**src/rtl/adc_seq_pkg.sv**
```systemverilog
package adc_seq_pkg;
  typedef enum logic {PH_A = 1'b0, PH_B = 1'b1} alt_phase_e;
endpackage

```
**src/rtl/adc_chan_pick.sv**
```systemverilog
module adc_chan_pick #(
  parameter int NUM_CH = 16,
  parameter int CH_W   = $clog2(NUM_CH)
) (
  input  logic              scan_en,
  input  logic              alt_en,
  input  logic              phase_b,
  input  logic [NUM_CH-1:0] scan_mask,
  input  logic [CH_W-1:0]   chan_a,
  input  logic [CH_W-1:0]   chan_b,
  input  logic [CH_W-1:0]   scan_pos,
  output logic [CH_W-1:0]   pick_chan,
  output logic              pick_scan
);
  // First set mask bit at or above 'from', wrapping; MSB of result = found.
  function automatic logic [CH_W:0] first_from(input logic [NUM_CH-1:0] m,
                                               input logic [CH_W-1:0] from);
    logic [CH_W:0] r;
    int j;
    r = '0;
    for (int i = NUM_CH - 1; i >= 0; i--) begin
      j = (int'(from) + i) % NUM_CH;
      if (m[j]) r = {1'b1, CH_W'(j)};
    end
    return r;
  endfunction

  logic [CH_W:0] hit;
  logic          use_b;
  logic          scan_live;

  assign hit       = first_from(scan_mask, scan_pos);
  assign use_b     = alt_en && phase_b;
  assign scan_live = scan_en && hit[CH_W];
  assign pick_scan = scan_live && !use_b;

  always_comb begin
    if (use_b)          pick_chan = chan_b;
    else if (scan_live) pick_chan = hit[CH_W-1:0];
    else                pick_chan = chan_a;
  end
endmodule

```
**src/rtl/adc_result_buf.sv**
```systemverilog
module adc_result_buf #(
  parameter int DATA_W = 12,
  parameter int DEPTH  = 16,
  parameter int PTR_W  = $clog2(DEPTH)
) (
  input  logic              clk,
  input  logic              rst_n,
  input  logic              wr_en,
  input  logic [PTR_W-1:0]  wr_ptr,
  input  logic [DATA_W-1:0] wr_data,
  input  logic [PTR_W-1:0]  rd_addr,
  output logic [DATA_W-1:0] rd_data
);
  logic [DATA_W-1:0] slot_q [DEPTH];

  for (genvar g = 0; g < DEPTH; g++) begin : g_slot
    always_ff @(posedge clk or negedge rst_n) begin
      if (!rst_n)                                 slot_q[g] <= '0;
      else if (wr_en && (wr_ptr == PTR_W'(g)))    slot_q[g] <= wr_data;
    end
  end

  assign rd_data = slot_q[rd_addr];
endmodule

```
**src/rtl/adc_seq_ctrl.sv**
```systemverilog
module adc_seq_ctrl
  import adc_seq_pkg::*;
#(
  parameter int NUM_CH = 16,
  parameter int CH_W   = $clog2(NUM_CH),
  parameter int DEPTH  = 16,
  parameter int PTR_W  = $clog2(DEPTH)
) (
  input  logic             clk,
  input  logic             rst_n,
  input  logic             enable,
  input  logic             alt_en,
  input  logic             conv_done,
  input  logic [PTR_W-1:0] cnt_m1,
  input  logic [CH_W-1:0]  pick_chan,
  input  logic             pick_scan,
  output logic             conv_start,
  output logic             busy,
  output logic             wr_en,
  output logic [PTR_W-1:0] wr_ptr,
  output logic             phase_b,
  output logic [CH_W-1:0]  scan_pos,
  output logic             irq
);
  function automatic logic [CH_W-1:0] after(input logic [CH_W-1:0] c);
    return (int'(c) == NUM_CH - 1) ? '0 : c + 1'b1;
  endfunction

  alt_phase_e      phase_q;
  logic [CH_W-1:0] cur_chan;
  logic            cur_scan;
  logic            last;

  assign conv_start = enable && !busy;
  assign wr_en      = enable && busy && conv_done;
  assign last       = (wr_ptr == cnt_m1);
  assign phase_b    = (phase_q == PH_B);

  always_ff @(posedge clk or negedge rst_n) begin
    if (!rst_n) begin
      busy <= 1'b0; wr_ptr <= '0; phase_q <= PH_A; scan_pos <= '0;
      irq <= 1'b0; cur_chan <= '0; cur_scan <= 1'b0;
    end else if (!enable) begin
      busy <= 1'b0; wr_ptr <= '0; phase_q <= PH_A; scan_pos <= '0;
      irq <= 1'b0;
    end else begin
      irq <= 1'b0;
      if (conv_start) begin
        busy     <= 1'b1;
        cur_chan <= pick_chan;
        cur_scan <= pick_scan;
      end else if (wr_en) begin
        busy <= 1'b0;
        if (last) begin
          wr_ptr <= '0; phase_q <= PH_A; scan_pos <= '0; irq <= 1'b1;
        end else begin
          wr_ptr  <= wr_ptr + 1'b1;
          phase_q <= (alt_en && !phase_b) ? PH_B : PH_A;
          if (cur_scan) scan_pos <= after(cur_chan);
        end
      end
    end
  end
endmodule

```
**src/rtl/adc_scan_seq.sv**
```systemverilog
module adc_scan_seq #(
  parameter int NUM_CH = 16,
  parameter int DATA_W = 12,
  parameter int DEPTH  = 16,
  localparam int CH_W  = $clog2(NUM_CH),
  localparam int PTR_W = $clog2(DEPTH)
) (
  input  logic              clk,
  input  logic              rst_n,
  input  logic              enable,
  input  logic              scan_en,
  input  logic              alt_en,
  input  logic [NUM_CH-1:0] scan_mask,
  input  logic [CH_W-1:0]   chan_a,
  input  logic [CH_W-1:0]   chan_b,
  input  logic [PTR_W-1:0]  cnt_m1,
  output logic              conv_start,
  output logic [CH_W-1:0]   conv_chan,
  input  logic              conv_done,
  input  logic [DATA_W-1:0] conv_data,
  output logic              irq,
  input  logic [PTR_W-1:0]  rd_addr,
  output logic [DATA_W-1:0] rd_data
);
  logic             busy;
  logic             wr_en;
  logic [PTR_W-1:0] wr_ptr;
  logic             phase_b;
  logic [CH_W-1:0]  scan_pos;
  logic             pick_scan;

  adc_chan_pick #(.NUM_CH(NUM_CH), .CH_W(CH_W)) u_pick (
    .scan_en(scan_en), .alt_en(alt_en), .phase_b(phase_b),
    .scan_mask(scan_mask), .chan_a(chan_a), .chan_b(chan_b),
    .scan_pos(scan_pos), .pick_chan(conv_chan), .pick_scan(pick_scan)
  );

  adc_seq_ctrl #(.NUM_CH(NUM_CH), .CH_W(CH_W), .DEPTH(DEPTH), .PTR_W(PTR_W)) u_ctrl (
    .clk(clk), .rst_n(rst_n), .enable(enable), .alt_en(alt_en),
    .conv_done(conv_done), .cnt_m1(cnt_m1), .pick_chan(conv_chan),
    .pick_scan(pick_scan), .conv_start(conv_start), .busy(busy),
    .wr_en(wr_en), .wr_ptr(wr_ptr), .phase_b(phase_b),
    .scan_pos(scan_pos), .irq(irq)
  );

  adc_result_buf #(.DATA_W(DATA_W), .DEPTH(DEPTH), .PTR_W(PTR_W)) u_buf (
    .clk(clk), .rst_n(rst_n), .wr_en(wr_en), .wr_ptr(wr_ptr),
    .wr_data(conv_data), .rd_addr(rd_addr), .rd_data(rd_data)
  );
endmodule

```
**config.mk**
```make
export PLATFORM = sky130hd
export DESIGN_NAME = adc_scan_seq
export DESIGN_NICKNAME = d
export VERILOG_FILES = /design/src/rtl/adc_seq_pkg.sv /design/src/rtl/adc_chan_pick.sv /design/src/rtl/adc_result_buf.sv /design/src/rtl/adc_seq_ctrl.sv /design/src/rtl/adc_scan_seq.sv
export SDC_FILE = /design/constraint.sdc
export NUM_CORES = 1
export LEC_CHECK = 0
export CORE_UTILIZATION = 46
export CTS_CLUSTER_DIAMETER = 30
export DETAILED_ROUTE_END_ITERATION = 7
export GPL_ROUTABILITY_DRIVEN = 0
export HOLD_SLACK_MARGIN = 0.03
export SETUP_SLACK_MARGIN = 0.2
export SYNTH_ARGS = -nofsm -noshare
export SYNTH_HDL_FRONTEND = slang
export SYNTH_HIERARCHICAL = 1
export SYNTH_SLANG_ARGS = --single-unit
```
**constraint.sdc**
```tcl
create_clock -name clk -period 8.8 [get_ports clk]
set_clock_uncertainty 0.2 [all_clocks]
set_input_delay 1.76 -clock clk [delete_from_list [all_inputs] [get_ports clk]]
set_output_delay 1.76 -clock clk [all_outputs]
set_load 0.01 [all_outputs]
```
==> impl_metrics.ini, run 1 <==
[setup_path]
cp_common_cell = nand3_1
end_kind = output pin
critical_path_arrival_ps = 5900
crit_chain = inv_1 > ha_1 > mux4_2 > mux2i_1 > mux2_2 > nand3_1 > or4_4 > o21ai_4 > nand3_1 > a32oi_1 > clkdlybuf4s50_1
critical_path.startpoint_type = register
cp_max_fo = 41
slowest_stage = dfrtp_2
slowest_delay_ps = 1030
criticalPathCategory = register to output pin
worstPathRequired_ps = 6840

[global_route]
grt_max_degree = 80
grt_pass1_vias = 8258
antenna_found_initial = 0
grt_pass1_wl_mm = 47.9
overflow = 0
grt_use_total_pct = 23.9

[layout]
drive_gt1_share_pct = 40.0
num_antenna_cells = 0
syn_to_final_growth_pct = 21.0
layout_common_cells = mux2_2, dfrtp_1, mux4_2
instances_no_fill = 1315
final_common_cell = mux2_2
layout.nets = 1011

[synth]
syn_inst = 884
synth_xor_area_share_pct = 1.26
synth-seq-area-share_pct = 44.0
ys_seq_elements = 208
synth_edf_count = 0
syn_area_per_cell_um2 = 13.4
yosysWarnings = 6
synth_area_leader_cell = dfrtp_1
yosys-mux-area-fraction_pct = 38.3
synth_nets = 943
synth_ff_type = dfrtp_1
synth_compound_area_share_pct = 7.30
synthAdderAreaFrac_pct = 0.953
netlist.area_leader.share_pct = 44.0
synth_top_family_by_area = multiplexers
async_flop_share_pct = 100
synth_simple_gate_area_share_pct = 5.09
yosysUniqueCellTypes = 70
synth_area_leaders = dfrtp_1, mux2_2, mux4_2
netlist_area_um2 = 11800

[clocking]
clk_path_buf_depth = 3
cts_hold_buf = 0
clock_latency_ps = 520
h-tree-depth = 2
cts_tree = built
root_buffer = clkbuf_16
cts_made_buffers = 44
cts.sinks = 208
postCtsSetupBuffers = 0
cts_resized = 0
clkTransAtPathRegs_ps = 40

[floorplanning]
ios = 68
die_w_um = 162
start_util_pct = 46.9
die-height_um = 162
die-area_um2 = 26300
core_um2 = 25200
rows = 58

[drt]
drtIter0Drc = 526
ant_nets = 0
drc_errors = 0
wl_mm = 30.0
viasPerCell = 5.98
routedWlPerCell_um = 22.8
drtPass1Iterations = 5
vias = 7867

[sta]
period_needed_ps = 7860
fin_setup_tns_ps = 0
slew_viol_final = 0
finalCritPeriodShare_pct = 89.3
rsz0062_at_grt = false
setup_viol = 0
fmax_mhz = 127
tightest_slew_ps = 1200
relSlewSlack_pct = 19.7
hold_viol = 0

[power_and_ir_drop]
leakage_nw = 6.44
ir_drop_uv = 172
p_per_area_nw_per_um2 = 294

[flow_run]
drv_cap = 0

[place]
placed_cells = 1236
hpwl_mm = 18.5
portBuffers = 67

[status]
outcome = finished, final reports clean

[worst_hold_path]
hp-class = register to register
-- path summary, 6_finish.rpt --
kind                       slack [ps]                 end  depth (start not counted)          startpoint
setup reg to reg                 3380  u_ctrl/cur_chan[0]                         11  u_ctrl/scan_pos[0]
max in group asynchronous        5870    u_buf/slot_q[25]                          2               rst_n
setup / recovery                  940        conv_chan[1]                         11  u_ctrl/scan_pos[0]
hold / removal                    300   u_buf/slot_q[157]                          1   u_buf/slot_q[157]
hold reg to reg                   300   u_buf/slot_q[157]                          1   u_buf/slot_q[157]
min in group asynchronous        1070  u_ctrl/cur_chan[2]                          1               rst_n
-- through the flow --
stage          util [%]  setup WS [ps]  hold WS [ps]  total power, mW  cell area (µm²)
5_1_grt            56.8            493           313             4.41            14300
2_1_floorplan         -           2500           266             2.11            11800
3_5_place_dp       50.6           1300           287             2.49            12700
3_3_place_gp       50.6           1360           284             2.49            12700
6_report           56.8            944           296             4.20            14300
4_1_cts            56.8            909           297             4.21            14300
-- logic make-up (layout without fill, tap and decap cells) --
logic type | Yosys count | after routing
AOI/OAI and AO/OA | 117 | 117
xor gates and xnor gates | 17 | 17
adders and majority gates | 9 | 9
buffers and inverters | 78 | 179
DFF | 208 | 208
muxes | 328 | 328
and+or+nand+nor | 127 | 127
-- Yosys cell counts (all sizes together) (2+ instances only) --
cell type / count
mux2: 212
dfrtp: 208
mux4: 77
nand2: 49
mux2i: 39
buf: 34
nor2: 29
clkbuf: 27
a22oi: 25
o21ai: 21
a21oi: 16
inv: 16
xnor2: 14
nand3: 12
ha: 9
nor2b: 7
o22ai: 7
a31oi: 6
a211oi: 5
nand2b: 5
nand3b: 5
and2: 4
nor3: 4
o211ai: 4
or3: 4
a311oi: 3
o2111ai: 3
o22a: 3
xor2: 3
a21bo: 2
a21o: 2
and2b: 2
o221a: 2
o221ai: 2
o311ai: 2
-- sequential cells by signal, indices dropped and copies added (netlist names) --
name and count:
u_ctrl/cur_chan 4, u_ctrl/phase_b 1, u_ctrl/busy 1, u_buf/slot_q 192
u_ctrl/irq 1, u_ctrl/wr_ptr 4, u_ctrl/scan_pos 4, u_ctrl/cur_scan 1
-- layer usage --
layer	up-vias	global-route usage [%]	share of wire, %
met1	4092	33.2	46
met4	0	6.99	2.1
met2	188	38.5	47
met3	49	3.88	4.2
li1	3538	-	-
met5	-	0	0
-- worst max-delay path: cells and delay by family (launching register included) --
kind                       cells  cell delay [ps]
muxes                          3             1350
DFF                            1             1030
buffers and inverters          2              930
adders and majority gates      1              820
and+or+nand+nor                3              690
AOI/OAI and AO/OA              2              520
-- layout make-up --
type                            instances  area, µm²
Clock buffer                           56       1260
Timing Repair Buffer                   83        787
Multi-Input combinational cell        598       6260
Fill cell                            2081      10900
Sequential cell                       208       5210
Inverter                               17       63.8
Clock inverter                         23        308
Tap cell                              330        413
-- power breakdown --
part           total (mW)  switching (mW)  internal, mW
Clock                1.70           0.542          1.16
Sequential           1.09          0.0736          1.02
Combinational        1.41           0.795         0.617
Total                4.20            1.41          2.79
(Power assumes the default switching activity.)
==> inputs of run 2 (changes only) <==
--- a/config.mk
+++ b/config.mk
@@ -10,6 +10,7 @@
 export DETAILED_ROUTE_END_ITERATION = 7
 export GPL_ROUTABILITY_DRIVEN = 0
 export HOLD_SLACK_MARGIN = 0.03
+export RECOVER_POWER = 25
 export SETUP_SLACK_MARGIN = 0.2
 export SYNTH_ARGS = -nofsm -noshare
 export SYNTH_HDL_FRONTEND = slang
==> impl_metrics.ini, run 2 (synthesis gave the netlist of run 1 again) <==
[drt]
wl_mm = 30.0
viasPerCell = 6.02
routedWlPerCell_um = 22.8
drc_errors = 0
drtIter0Drc = 520
vias = 7910
ant_nets = 0
drtPass1Iterations = 5

[global_route]
busiest_layer = met2
overflow = 0
use_met3_pct = 3.88
grt_use_total_pct = 23.9
use_met1_pct = 33.2
grt_pass1_wl_mm = 47.9
grt_pass1_vias = 8258
grtUsageMet2_pct = 38.5
antenna_found_initial = 0
grt_max_degree = 80

[layout]
syn_to_final_growth_pct = 20.9
layout.nets = 1011
num_antenna_cells = 0
largest_reg_flops = 192
final_common_cell = mux2_2
instances_no_fill = 1315
layout_common_cells = mux2_2, dfrtp_1, mux4_2
multi_input_area_um2 = 6260
regMostFlops = u_buf/slot_q
fillers = 2081
drive_gt1_share_pct = 39.7
regArea_um2 = 5210

[power_and_ir_drop]
intPower_mw = 2.79
netSwitchingPower_mw = 1.41
switching_share_pct = 33.5
p_per_area_nw_per_um2 = 294
power_frac_comb_pct = 33.5
power.total_mw = 4.20
sequentialPowerShare_pct = 26.0
ir_drop_uv = 173
p_clk_share_pct = 40.5
leakage_nw = 6.43

[setup_path]
startpoint = u_ctrl/scan_pos[0]
path_depth = 11
reg2reg_to = u_ctrl/cur_chan[0]
end_kind = output pin
cp_max_fo = 41
cp_common_cell = nand3_1
r2r_start = u_ctrl/scan_pos[0]
regToRegSetupSlack_ps = 3380
slowest_stage = dfrtp_2
crit_family = multiplexers
slowest_delay_ps = 1020
criticalPathCategory = register to output pin
rr_worst_depth = 11
cp_num_buf_inv = 2
critical_path_arrival_ps = 5900
worstPathRequired_ps = 6840
crit_chain = inv_1 > ha_1 > mux4_2 > mux2i_1 > mux2_2 > nand3_1 > or4_4 > o21ai_4 > nand3_1 > a32oi_1 > clkdlybuf4s50_1
critical_path.startpoint_type = register

[clocking]
clock_latency_ps = 520
cts_hold_buf = 0
cts.sinks = 208
cts_made_buffers = 44
clkTransAtPathRegs_ps = 50
cts_tree = built
postCtsSetupBuffers = 0
root_buffer = clkbuf_16
clk_path_buf_depth = 3
h-tree-depth = 2
cts_resized = 0

[sta]
rsz0062_at_grt = false
hold_viol = 0
fin_setup_tns_ps = 0
fmax_mhz = 127
tightest_slew_ps = 4230
setup_viol = 0
period_needed_ps = 7860
relSlewSlack_pct = -182
setup_slack_ps = 943
slew_viol_final = 133
finalCritPeriodShare_pct = 89.3

[place]
placed_cells = 1236
dpl_worst_slack_ps = 1300
portBuffers = 67
hpwl_mm = 18.5

[status]
outcome = complete, but fails checks
violations = capacitance limit, slew limit

[worst_hold_path]
hp-class = register to register
hold_depth = 1
min_to = u_buf/slot_q[64]
min-delay-start = u_buf/slot_q[64]

[floorplanning]
start_util_pct = 46.9
die_w_um = 162
core_um2 = 25200
die-area_um2 = 26300
die-height_um = 162
ios = 68
rows = 58

[flow_run]
drv_cap = 2
==> run 2: cell count changes in the layout (fill, tap and decap cells not counted) <==
cell / delta
dlygate4sd3_1: +1
clkbuf_8: -1
clkdlybuf4s50_1: -1
buf_4: -1
inv_1: +1
clkbuf_1: +2
inv_2: -1
==> run 2: worst max path at each step <==
stage | end | slack [ps]
finish | conv_chan[1] | 940
detailed placement | conv_chan[1] | 1300
CTS | conv_chan[1] | 910
global placement | conv_chan[1] | 1360
global route | u_buf/slot_q[187] | 480
floorplan | conv_chan[1] | 2500
==> run 2: power by group through the flow <==
stage	Combinational (mW)	Sequential (mW)	Clock, mW
2_1_floorplan	1.05	1.06	0
3_3_place_gp	1.39	1.10	0
3_5_place_dp	1.38	1.10	0
4_1_cts	1.39	1.09	1.73
5_1_grt	1.53	1.10	1.78
6_report	1.41	1.09	1.70
==> run 2: final cells by class <==
| type | instances | area share [%] |
|---|---|---|
| well taps | 330 | 2.89 |
| inverters | 17 | 0.447 |
| repair buffers | 83 | 5.41 |
| multi-input cells | 598 | 43.9 |
| clock buffers | 56 | 8.80 |
| flip-flops and latches | 208 | 36.4 |
| clock inverters | 23 | 2.15 |
==> run 2: per-stage QoR <==
step                      instance area [µm²]  util (%)  hold WS [ps]
after global routing                    14300      56.7           313
after global placement                  12700      50.6           284
final                                   14300      56.7           297
after floorplan                         11800         -           266
after CTS                               14300      56.8           297
after detailed placement                12700      50.6           287
==> run 2: worst register-to-register path, delay by kind of cell (launching register included) <==
kind                       cells  cell delay [ps]
buffers and inverters          1              370
adders and majority gates      1              820
AOI/OAI and AO/OA              2              410
DFF                            1             1020
muxes                          5             1930
and+or+nand+nor                2              570
==> run 2: per-layer routing <==
metal	wire length (µm)	up-vias
li1	-	3538
met1	13700	4119
met2	14300	210
met3	1370	43
met4	591	0
met5	0	-
==> inputs of run 3 (changes only) <==
--- a/config.mk
+++ b/config.mk
@@ -9,7 +9,9 @@
 export CTS_CLUSTER_DIAMETER = 30
 export DETAILED_ROUTE_END_ITERATION = 7
 export GPL_ROUTABILITY_DRIVEN = 0
+export GPL_TIMING_DRIVEN = 1
 export HOLD_SLACK_MARGIN = 0.03
+export PLACE_DENSITY = 0.67
 export RECOVER_POWER = 25
 export SETUP_SLACK_MARGIN = 0.2
 export SYNTH_ARGS = -nofsm -noshare
==> constraint.sdc (replaced) <==
create_clock -name clk -period 7.16 [get_ports clk]
set_clock_uncertainty 0.2 [all_clocks]
set_input_delay 1.432 -clock clk [delete_from_list [all_inputs] [get_ports clk]]
set_output_delay 1.432 -clock clk [all_outputs]
set_load 0.01 [all_outputs]
==> impl_metrics.ini, run 3 (synthesis gave the netlist of run 1 again) <==
[drt]
drtPass1Iterations = 5
vias = 7938
drtIter0Drc = 643
wl_mm = 28.8
viasPerCell = 6.03
routedWlPerCell_um = 21.9
drc_errors = 0
ant_nets = 0

[sta]
hold_viol = 0
slew_viol_final = 0
finalCritPeriodShare_pct = 95.0
fin_setup_tns_ps = 0
setup_viol = 0
setup_slack_ps = 359
tightest_slew_ps = 988
relSlewSlack_pct = 34.1
fmax_mhz = 147
rsz0062_at_grt = false
period_needed_ps = 6800

[floorplanning]
die-height_um = 162
ios = 68
core_um2 = 25200
die_w_um = 162
die-area_um2 = 26300
start_util_pct = 46.9
rows = 58

[global_route]
grt_pass1_wl_mm = 46.2
antenna_found_initial = 0
grt_pass1_vias = 8191
grt_use_total_pct = 22.8
grt_max_degree = 114
overflow = 0

[clocking]
cts_tree = built
clkTransAtPathRegs_ps = 40
cts.sinks = 208
clk_path_buf_depth = 3
root_buffer = clkbuf_16
clock_latency_ps = 520
cts_made_buffers = 39
h-tree-depth = 2

[layout]
final_common_cell = mux2_2
syn_to_final_growth_pct = 19.5
layout_common_cells = mux2_2, dfrtp_1, mux4_2
num_antenna_cells = 0
largest_reg_flops = 192
fillers = 2076
regMostFlops = u_buf/slot_q
layout.nets = 1014
drive_gt1_share_pct = 39.8

[worst_hold_path]
min-delay-start = u_buf/slot_q[162]
min_to = u_buf/slot_q[162]
hold_depth = 1
hp-class = register to register

[status]
outcome = finished, final reports clean

[setup_path]
reg2reg_to = u_ctrl/cur_chan[0]
cp_num_buf_inv = 3
crit_family = buffers and inverters
criticalPathCategory = input pin to output pin
cp_max_fo = 7
slowest_delay_ps = 570
r2r_start = u_ctrl/scan_pos[1]
critical_path_arrival_ps = 5170
slowest_stage = mux4_2
crit_chain = clkdlybuf4s50_1 > mux4_2 > mux4_2 > a211oi_4 > nand2b_2 > or4_4 > o21ai_4 > buf_4 > a21o_1 > o22a_1 > clkdlybuf4s50_1
critical_path.startpoint_type = input pin
regToRegSetupSlack_ps = 2620
end_kind = output pin
worstPathRequired_ps = 5530
rr_worst_depth = 12

[power_and_ir_drop]
intPower_mw = 3.20
ir_drop_uv = 299
p_clk_share_pct = 37.5
switching_share_pct = 35.2
netSwitchingPower_mw = 1.73
leakage_nw = 6.37
p_per_area_nw_per_um2 = 349
sequentialPowerShare_pct = 26.4
power_frac_comb_pct = 36.1

[place]
hpwl_mm = 18.3
dpl_worst_slack_ps = 331
portBuffers = 67

[flow_run]
drv_cap = 0
-- run 3: cell types whose count changed in the layout (fill, tap and decap cells not counted), sizes merged --
cell | previous run | this run
clkinvlp | 5 | 1
clkinv | 10 | 14
buf | 17 | 26
dlygate4sd3 | 1 | 0
inv | 20 | 27
bufinv | 5 | 4
clkbuf | 58 | 44
clkdlybuf4s50 | 63 | 64
-- run 3: how the worst max path moves through the flow --
stage	startpoint	end	slack (ps)	cells after the start
after global placement	scan_mask[8]	conv_chan[1]	400	10
after CTS	scan_mask[8]	conv_chan[1]	330	10
after detailed placement	scan_mask[8]	conv_chan[1]	330	10
final	scan_mask[9]	conv_chan[3]	360	11
after global routing	scan_mask[9]	conv_chan[3]	250	11
after floorplan	u_ctrl/scan_pos[1]	conv_chan[1]	1190	12
-- run 3: stage by stage --
step | hold WS, ps | instance area (µm²) | total power [mW] | cells | util (%)
after floorplan | 266 | 11800 | 2.59 | 884 | -
after global placement | 282 | 12800 | 3.05 | 1243 | 50.8
after detailed placement | 287 | 12800 | 3.05 | 1243 | 50.8
after CTS | 299 | 14100 | 4.93 | 1315 | 56.1
after global routing | 310 | 14100 | 5.17 | 1316 | 56.1
final | 297 | 14100 | 4.93 | 1316 | 56.1
-- run 3: repair_timing --
item	CTS	global route
setup buffers	0	1
endpoints found under the setup margin	0	2
resized for setup	0	2
hold buffers	0	0
-- run 3: routing by layer --
layer | vias to the layer above | GRT usage (%) | wire, µm
met4 | 0 | 7.76 | 733
met3 | 57 | 3.75 | 1470
met5 | - | 0 | 0
met2 | 233 | 35.9 | 13500
met1 | 4116 | 31.9 | 13000
li1 | 3532 | - | -
-- run 3: worst register-to-register path, delay by kind of cell, from the launching register on --
| kind | cells | cell delay (ps) |
|---|---|---|
| DFF | 1 | 340 |
| muxes | 5 | 1950 |
| adders and majority gates | 1 | 730 |
| AOI/OAI and AO/OA | 2 | 350 |
| buffers and inverters | 2 | 260 |
| and+or+nand+nor | 2 | 570 |
-- run 3: area by class of cell --
type                            count  area [µm²]  area share, %
Timing Repair Buffer               91         847           6.00
Clock buffer                       43         991           7.02
Multi-Input combinational cell    598        6250           44.3
Clock inverter                     29         350           2.48
Sequential cell                   208        5210           36.9
Inverter                           17        63.8          0.452
Tap cell                          330         413           2.92
-- run 3: power groups by stage --
stage | Clock, mW | Combinational, mW | Sequential (mW)
finish | 1.85 | 1.78 | 1.30
global route | 1.95 | 1.91 | 1.31
CTS | 1.89 | 1.74 | 1.30
detailed placement | 0 | 1.73 | 1.32
global placement | 0 | 1.73 | 1.31
floorplan | 0 | 1.29 | 1.31
